`config.mk`:
```
export PLATFORM = sky130hd
export DESIGN_NAME = utlb_top
export DESIGN_NICKNAME = d
export VERILOG_FILES = /design/src/rtl/utlb_pkg.sv /design/src/rtl/utlb_lock_bank.sv /design/src/rtl/utlb_set_bank.sv /design/src/rtl/utlb_top.sv
export SDC_FILE = /design/constraint.sdc
export NUM_CORES = 2
export LEC_CHECK = 0
export BUFFER_PORTS_ARGS = -buffer_cell sky130_fd_sc_hd__buf_2
export CAP_MARGIN = 30
export CORE_MARGIN = 2
export CORE_UTILIZATION = 63
export CTS_CLUSTER_SIZE = 30
export DETAILED_ROUTE_END_ITERATION = 16
export MAX_ROUTING_LAYER = met4
export PLACE_DENSITY = 0.78
export SETUP_SLACK_MARGIN = 0.05
export SKIP_LAST_GASP = 1
export SYNTH_ARGS = -nofsm -noshare
export SYNTH_HDL_FRONTEND = slang
export SYNTH_SLANG_ARGS = --single-unit
```
`constraint.sdc`:
```
create_clock -name clk -period 9.5 [get_ports clk]
set_input_delay 0.95 -clock clk [delete_from_list [all_inputs] [get_ports clk]]
set_output_delay 0.95 -clock clk [all_outputs]
set_load 0.05 [all_outputs]
```
`src/rtl/utlb_pkg.sv`:
```
package utlb_pkg;
  localparam int VA_W  = 32;
  localparam int PG_W  = 12;
  localparam int VPN_W = VA_W - PG_W;
  localparam int PPN_W = 20;

  typedef logic [VPN_W-1:0] vpn_t;
  typedef logic [PPN_W-1:0] ppn_t;
  typedef logic [VA_W-1:0]  addr_t;

  function automatic vpn_t page_of(addr_t a);
    return a[VA_W-1:PG_W];
  endfunction

  function automatic addr_t join_pa(ppn_t p, addr_t a);
    return {p, a[PG_W-1:0]};
  endfunction
endpackage

```
`src/rtl/utlb_lock_bank.sv`:
```
module utlb_lock_bank
  import utlb_pkg::*;
#(
  parameter int N = 8,
  localparam int SW = $clog2(N)
) (
  input  logic          clk,
  input  logic          rst_n,
  input  logic          we,
  input  logic [SW-1:0] we_slot,
  input  vpn_t          we_vpn,
  input  ppn_t          we_ppn,
  input  logic          inv_en,
  input  vpn_t          inv_vpn,
  input  vpn_t          rd_vpn,
  output logic          rd_hit,
  output ppn_t          rd_ppn
);
  logic [N-1:0] vld;
  vpn_t tag [N];
  ppn_t pn  [N];

  always_ff @(posedge clk) begin
    if (!rst_n) begin
      vld <= '0;
    end else begin
      for (int i = 0; i < N; i++) begin
        if (inv_en && vld[i] && tag[i] == inv_vpn) vld[i] <= 1'b0;
        if (we && we_slot == SW'(i)) vld[i] <= 1'b1;
      end
    end
  end

  always_ff @(posedge clk) begin
    for (int i = 0; i < N; i++) begin
      if (we && we_slot == SW'(i)) begin
        tag[i] <= we_vpn;
        pn[i]  <= we_ppn;
      end
    end
  end

  // lowest matching slot wins
  always_comb begin
    rd_hit = 1'b0;
    rd_ppn = '0;
    for (int i = N - 1; i >= 0; i--) begin
      if (vld[i] && tag[i] == rd_vpn) begin
        rd_hit = 1'b1;
        rd_ppn = pn[i];
      end
    end
  end
endmodule

```
`src/rtl/utlb_set_bank.sv`:
```
module utlb_set_bank
  import utlb_pkg::*;
#(
  parameter int SETS = 16,
  parameter int WAYS = 2,
  localparam int IW = $clog2(SETS),
  localparam int PW = (WAYS > 1) ? $clog2(WAYS) : 1
) (
  input  logic clk,
  input  logic rst_n,
  input  logic we,
  input  vpn_t we_vpn,
  input  ppn_t we_ppn,
  input  logic inv_all,
  input  logic inv_en,
  input  vpn_t inv_vpn,
  input  vpn_t rd_vpn,
  output logic rd_hit,
  output ppn_t rd_ppn
);
  logic [WAYS-1:0] vld [SETS];
  vpn_t            tag [SETS][WAYS];
  ppn_t            pn  [SETS][WAYS];
  logic [PW-1:0]   rr  [SETS];

  logic [IW-1:0] ridx, widx, iidx;
  logic [PW-1:0] wway;
  logic          wm_any;

  assign ridx = rd_vpn[IW-1:0];
  assign widx = we_vpn[IW-1:0];
  assign iidx = inv_vpn[IW-1:0];

  // refill target: existing copy of the page first, else the round-robin way
  always_comb begin
    wm_any = 1'b0;
    wway   = rr[widx];
    for (int w = WAYS - 1; w >= 0; w--) begin
      if (vld[widx][w] && tag[widx][w] == we_vpn) begin
        wm_any = 1'b1;
        wway   = PW'(w);
      end
    end
  end

  always_ff @(posedge clk) begin
    if (!rst_n) begin
      for (int s = 0; s < SETS; s++) begin
        vld[s] <= '0;
        rr[s]  <= '0;
      end
    end else begin
      if (inv_all)
        for (int s = 0; s < SETS; s++) vld[s] <= '0;
      if (inv_en)
        for (int w = 0; w < WAYS; w++)
          if (vld[iidx][w] && tag[iidx][w] == inv_vpn) vld[iidx][w] <= 1'b0;
      if (we) begin
        vld[widx][wway] <= 1'b1;
        if (!wm_any)
          rr[widx] <= (rr[widx] == PW'(WAYS - 1)) ? '0 : rr[widx] + 1'b1;
      end
    end
  end

  always_ff @(posedge clk) begin
    if (we) begin
      tag[widx][wway] <= we_vpn;
      pn[widx][wway]  <= we_ppn;
    end
  end

  always_comb begin
    rd_hit = 1'b0;
    rd_ppn = '0;
    for (int w = WAYS - 1; w >= 0; w--) begin
      if (vld[ridx][w] && tag[ridx][w] == rd_vpn) begin
        rd_hit = 1'b1;
        rd_ppn = pn[ridx][w];
      end
    end
  end
endmodule

```
`src/rtl/utlb_top.sv`:
```
module utlb_top
  import utlb_pkg::*;
#(
  parameter int LOCK_N = 8,
  parameter int SETS   = 16,
  parameter int WAYS   = 2
) (
  input  logic                      clk,
  input  logic                      rst_n,
  input  logic                      mmu_on,
  input  logic [31:0]               lk_va,
  output logic [31:0]               lk_pa,
  output logic                      lk_hit,
  input  logic                      fill_we,
  input  logic                      fill_lock,
  input  logic [$clog2(LOCK_N)-1:0] fill_slot,
  input  logic [19:0]               fill_vpn,
  input  logic [19:0]               fill_ppn,
  input  logic                      inv_all,
  input  logic                      inv_one,
  input  logic [19:0]               inv_vpn
);
  vpn_t rd_vpn;
  logic lock_hit, set_hit;
  ppn_t lock_ppn, set_ppn, sel_ppn;
  logic lock_we, set_we;

  assign rd_vpn  = page_of(lk_va);
  assign lock_we = fill_we & fill_lock;
  assign set_we  = fill_we & ~fill_lock;

  utlb_lock_bank #(.N(LOCK_N)) u_lock (
    .clk(clk), .rst_n(rst_n),
    .we(lock_we), .we_slot(fill_slot), .we_vpn(fill_vpn), .we_ppn(fill_ppn),
    .inv_en(inv_one), .inv_vpn(inv_vpn),
    .rd_vpn(rd_vpn), .rd_hit(lock_hit), .rd_ppn(lock_ppn)
  );

  utlb_set_bank #(.SETS(SETS), .WAYS(WAYS)) u_set (
    .clk(clk), .rst_n(rst_n),
    .we(set_we), .we_vpn(fill_vpn), .we_ppn(fill_ppn),
    .inv_all(inv_all), .inv_en(inv_one), .inv_vpn(inv_vpn),
    .rd_vpn(rd_vpn), .rd_hit(set_hit), .rd_ppn(set_ppn)
  );

  assign sel_ppn = lock_hit ? lock_ppn : set_ppn;
  assign lk_pa   = mmu_on ? join_pa(sel_ppn, lk_va) : lk_va;
  assign lk_hit  = mmu_on ? (lock_hit | set_hit) : 1'b1;
endmodule

```
==> impl_metrics.yaml <==
yosys:
  ys.flop_type: "edfxtp_1"
  yosysMostFrequentCell: "edfxtp_1"
  synthAdderAreaFrac: 0
  ys_top_cells_by_count: "edfxtp_1 (1600), mux4_2 (533), mux2i_1 (324)"
  syn_area_per_cell_um2: 17.1
  netlist_area_um2: 78200
  synth_mux_area_frac: 0.202
  synth_compound_area_frac: 0.0514
  yosys.area_share.xor_xnor: 0.0487
  synth_edf_count: 1600
  synth.area.top_cells: "edfxtp_1 (61%), mux4_2 (15%), mux2i_1 (4.1%)"
  ys.warnings.count: 0
  syn_inst: 4583
  synth_top_family_by_area: "multiplexers"
  yosysSeqAreaShare: 0.629
  synth-seq-cells: 1656
  yosysUniqueCellTypes: 82
  synth-simple-area-share: 0.0459
  synth.top_cell.area_share: 0.614
  post-synth-top-area-cell: "edfxtp_1"
  async_flop_share: 0
  syn_nets: 4685
power:
  switching_share: 0.239
  p_leak_nw: 27.5
  pwr-share-seq: 0.511
  p_clk_frac: 0.402
  vdd_drop_max_v: 0.000209
  p_switching_mw: 3.79
  power-per-cell-area_nw_per_um2: 185
  combPwrFrac: 0.087
  internal-power_mw: 12.1
critical_path:
  critPathCaptureType: "primary output"
  start_kind: "input pin"
  worstPathMaxFanout: 62
  worstPathRequired_ps: 8550
  cp.arrival_ps: 5970
  critPathKind: "in -> out"
floorplan:
  initial_core_util: 0.633
  core_um2: 123000
  fp.dieW_um: 356
  io_pins: 135
  dieHeight_um: 356
  dieArea_um2: 127000
  std_cell_rows: 129
drt:
  routedWlPerCell_um: 37.3
  viasPerCell: 7.62
  drt-pass1-iter-count: 9
  postRouteWirelength_mm: 239
  ant_nets: 0
  vias: 48994
  route.detailed.drc: 0
  drt_iter0_drc: 8945
grt:
  grt_antenna_before_repair: 12
  grt_max_degree: 110
  grt_pass1_wl_mm: 340
  first_global_vias: 47452
  grt_use_total: 0.391
  grt-ovfl-total: 0
sta:
  worst_pin_slew_ps: 1180
  post-route-min-period_ps: 6920
  finalMaxSlewViolations: 0
  hold_viol_final: 0
  fmax_ghz: 0.144
  slew_headroom: 0.203
  setup_tns_ps: 0
  fin_skew_ps: 29.5
  rsz0062_at_grt: "no"
  min_period_over_period: 0.729
  setup_viol: 0
clock_network:
  cts_hold_buffers: 0
  tritoncts_num_sinks: 1656
  numCtsBuffers: 163
  root_buffer: "clkbuf_16"
  htree_levels: 4
  clkTransAtPathRegs_ps: 60
  clk_path_buf_depth: 3
  cts_tree: "done"
  cts_setup_buffers: 0
  cts_resized: 0
  insertion_delay_ps: 820
layout:
  area_growth_pct: 9.81
  multi_input_area_um2: 27500
  ff_latch_area_um2: 49200
  stdcell_count: 6427
  drive_above_1_share: 0.235
  nets: 4747
  fillerInstances: 7696
placement:
  place.gp.congestion: 0.976
  hpwl_mm: 139
  io_buffer_count: 110
  place_inst: 6114
hold_path:
  hp-class: "reg -> reg"
job:
  drv_cap: 0
run_status:
  status: "finished clean"
stage by stage:
stage / setup slack [ps] / cell area, um2 / hold WS [ps] / power (mW) / util
finish: 2580 / 85900 / 467 / 15.8 / 0.695
global route: 2360 / 85900 / 485 / 16.2 / 0.695
CTS: 2610 / 85800 / 465 / 15.8 / 0.695
detailed placement: 2620 / 80500 / 453 / 9.59 / 0.652
global placement: 2340 / 80400 / 451 / 9.56 / 0.651
floorplan: 1640 / 78200 / 435 / 9.08 / -
final cells by class:
cell class	count	share of cell area
diodes	8	0.000233
clock buffers	206	0.0507
clock inverters	96	0.0101
inverters	27	0.00122
multi-input cells	2559	0.321
flip-flops and latches	1656	0.573
well taps	1637	0.0239
repair buffers	238	0.0205
registers in the layout, summed over array words and instances, names as in the netlist:
register and flops:
u_lock.pn 160, u_lock.tag 160, u_set.vld 32, u_set.pn 640
u_lock.vld 8, u_set.tag 640, u_set.rr 16
worst paths after layout:
| path | startpoint | endpoint | slack [ps] | depth (start not counted) |
|---|---|---|---|---|
| worst min register to register | u_set.rr[13] | u_set.rr[13] | 470 | 2 |
| worst min-delay path | u_set.rr[13] | u_set.rr[13] | 470 | 2 |
| worst max register to register | u_set.tag[15][10] | u_set.pn[2][32] | 4290 | 12 |
| worst max-delay path | lk_va[12] | lk_pa[16] | 2580 | 13 |
critical path, cell delays in order:
cell,delay (ps)
buf_8,500
buf_4,680
buf_4,460
mux4_2,550
mux4_2,530
xnor2_1,180
and2_1,150
nand4_1,220
a2111oi_2,680
buf_4,390
nand2_1,80
nand2_1,140
buf_2,290
cells in the final DEF, fill, tap and decap left out, types with 99 or more instances in the layout:
cell type	count
edfxtp_1	1600
mux4_2	533
mux2i_1	324
xnor2_1	290
nand2_1	207
clkbuf_16	166
xor2_1	145
buf_4	119
nor2_1	100
buf_2	99
power by group through the flow:
stage | sequential, mW | clock (mW) | combinational (mW)
final | 8.10 | 6.37 | 1.38
after global routing | 8.10 | 6.66 | 1.41
after CTS | 8.10 | 6.38 | 1.34
after detailed placement | 8.26 | 0 | 1.33
after global placement | 8.25 | 0 | 1.31
after floorplan | 8.25 | 0 | 0.832
per-layer routing:
metal	GRT usage	vias up	part of all wire
li1	-	18992	-
met3	0.103	945	0.14
met1	0.508	24822	0.34
met5	-	-	0
met4	0.211	0	0.065
met2	0.570	4235	0.46
logic make-up (layout without fill, tap and decap cells):
family                 after synthesis  count (layout)
other                                0               8
flip-flops                        1656            1656
AO/OA/AOI/OAI                      531             531
AND/OR/NAND/NOR                    695             695
XOR/XNOR                           435             435
multiplexers                       898             898
buffers and inverters              368             567
Power figures use the tool's default switching activity.
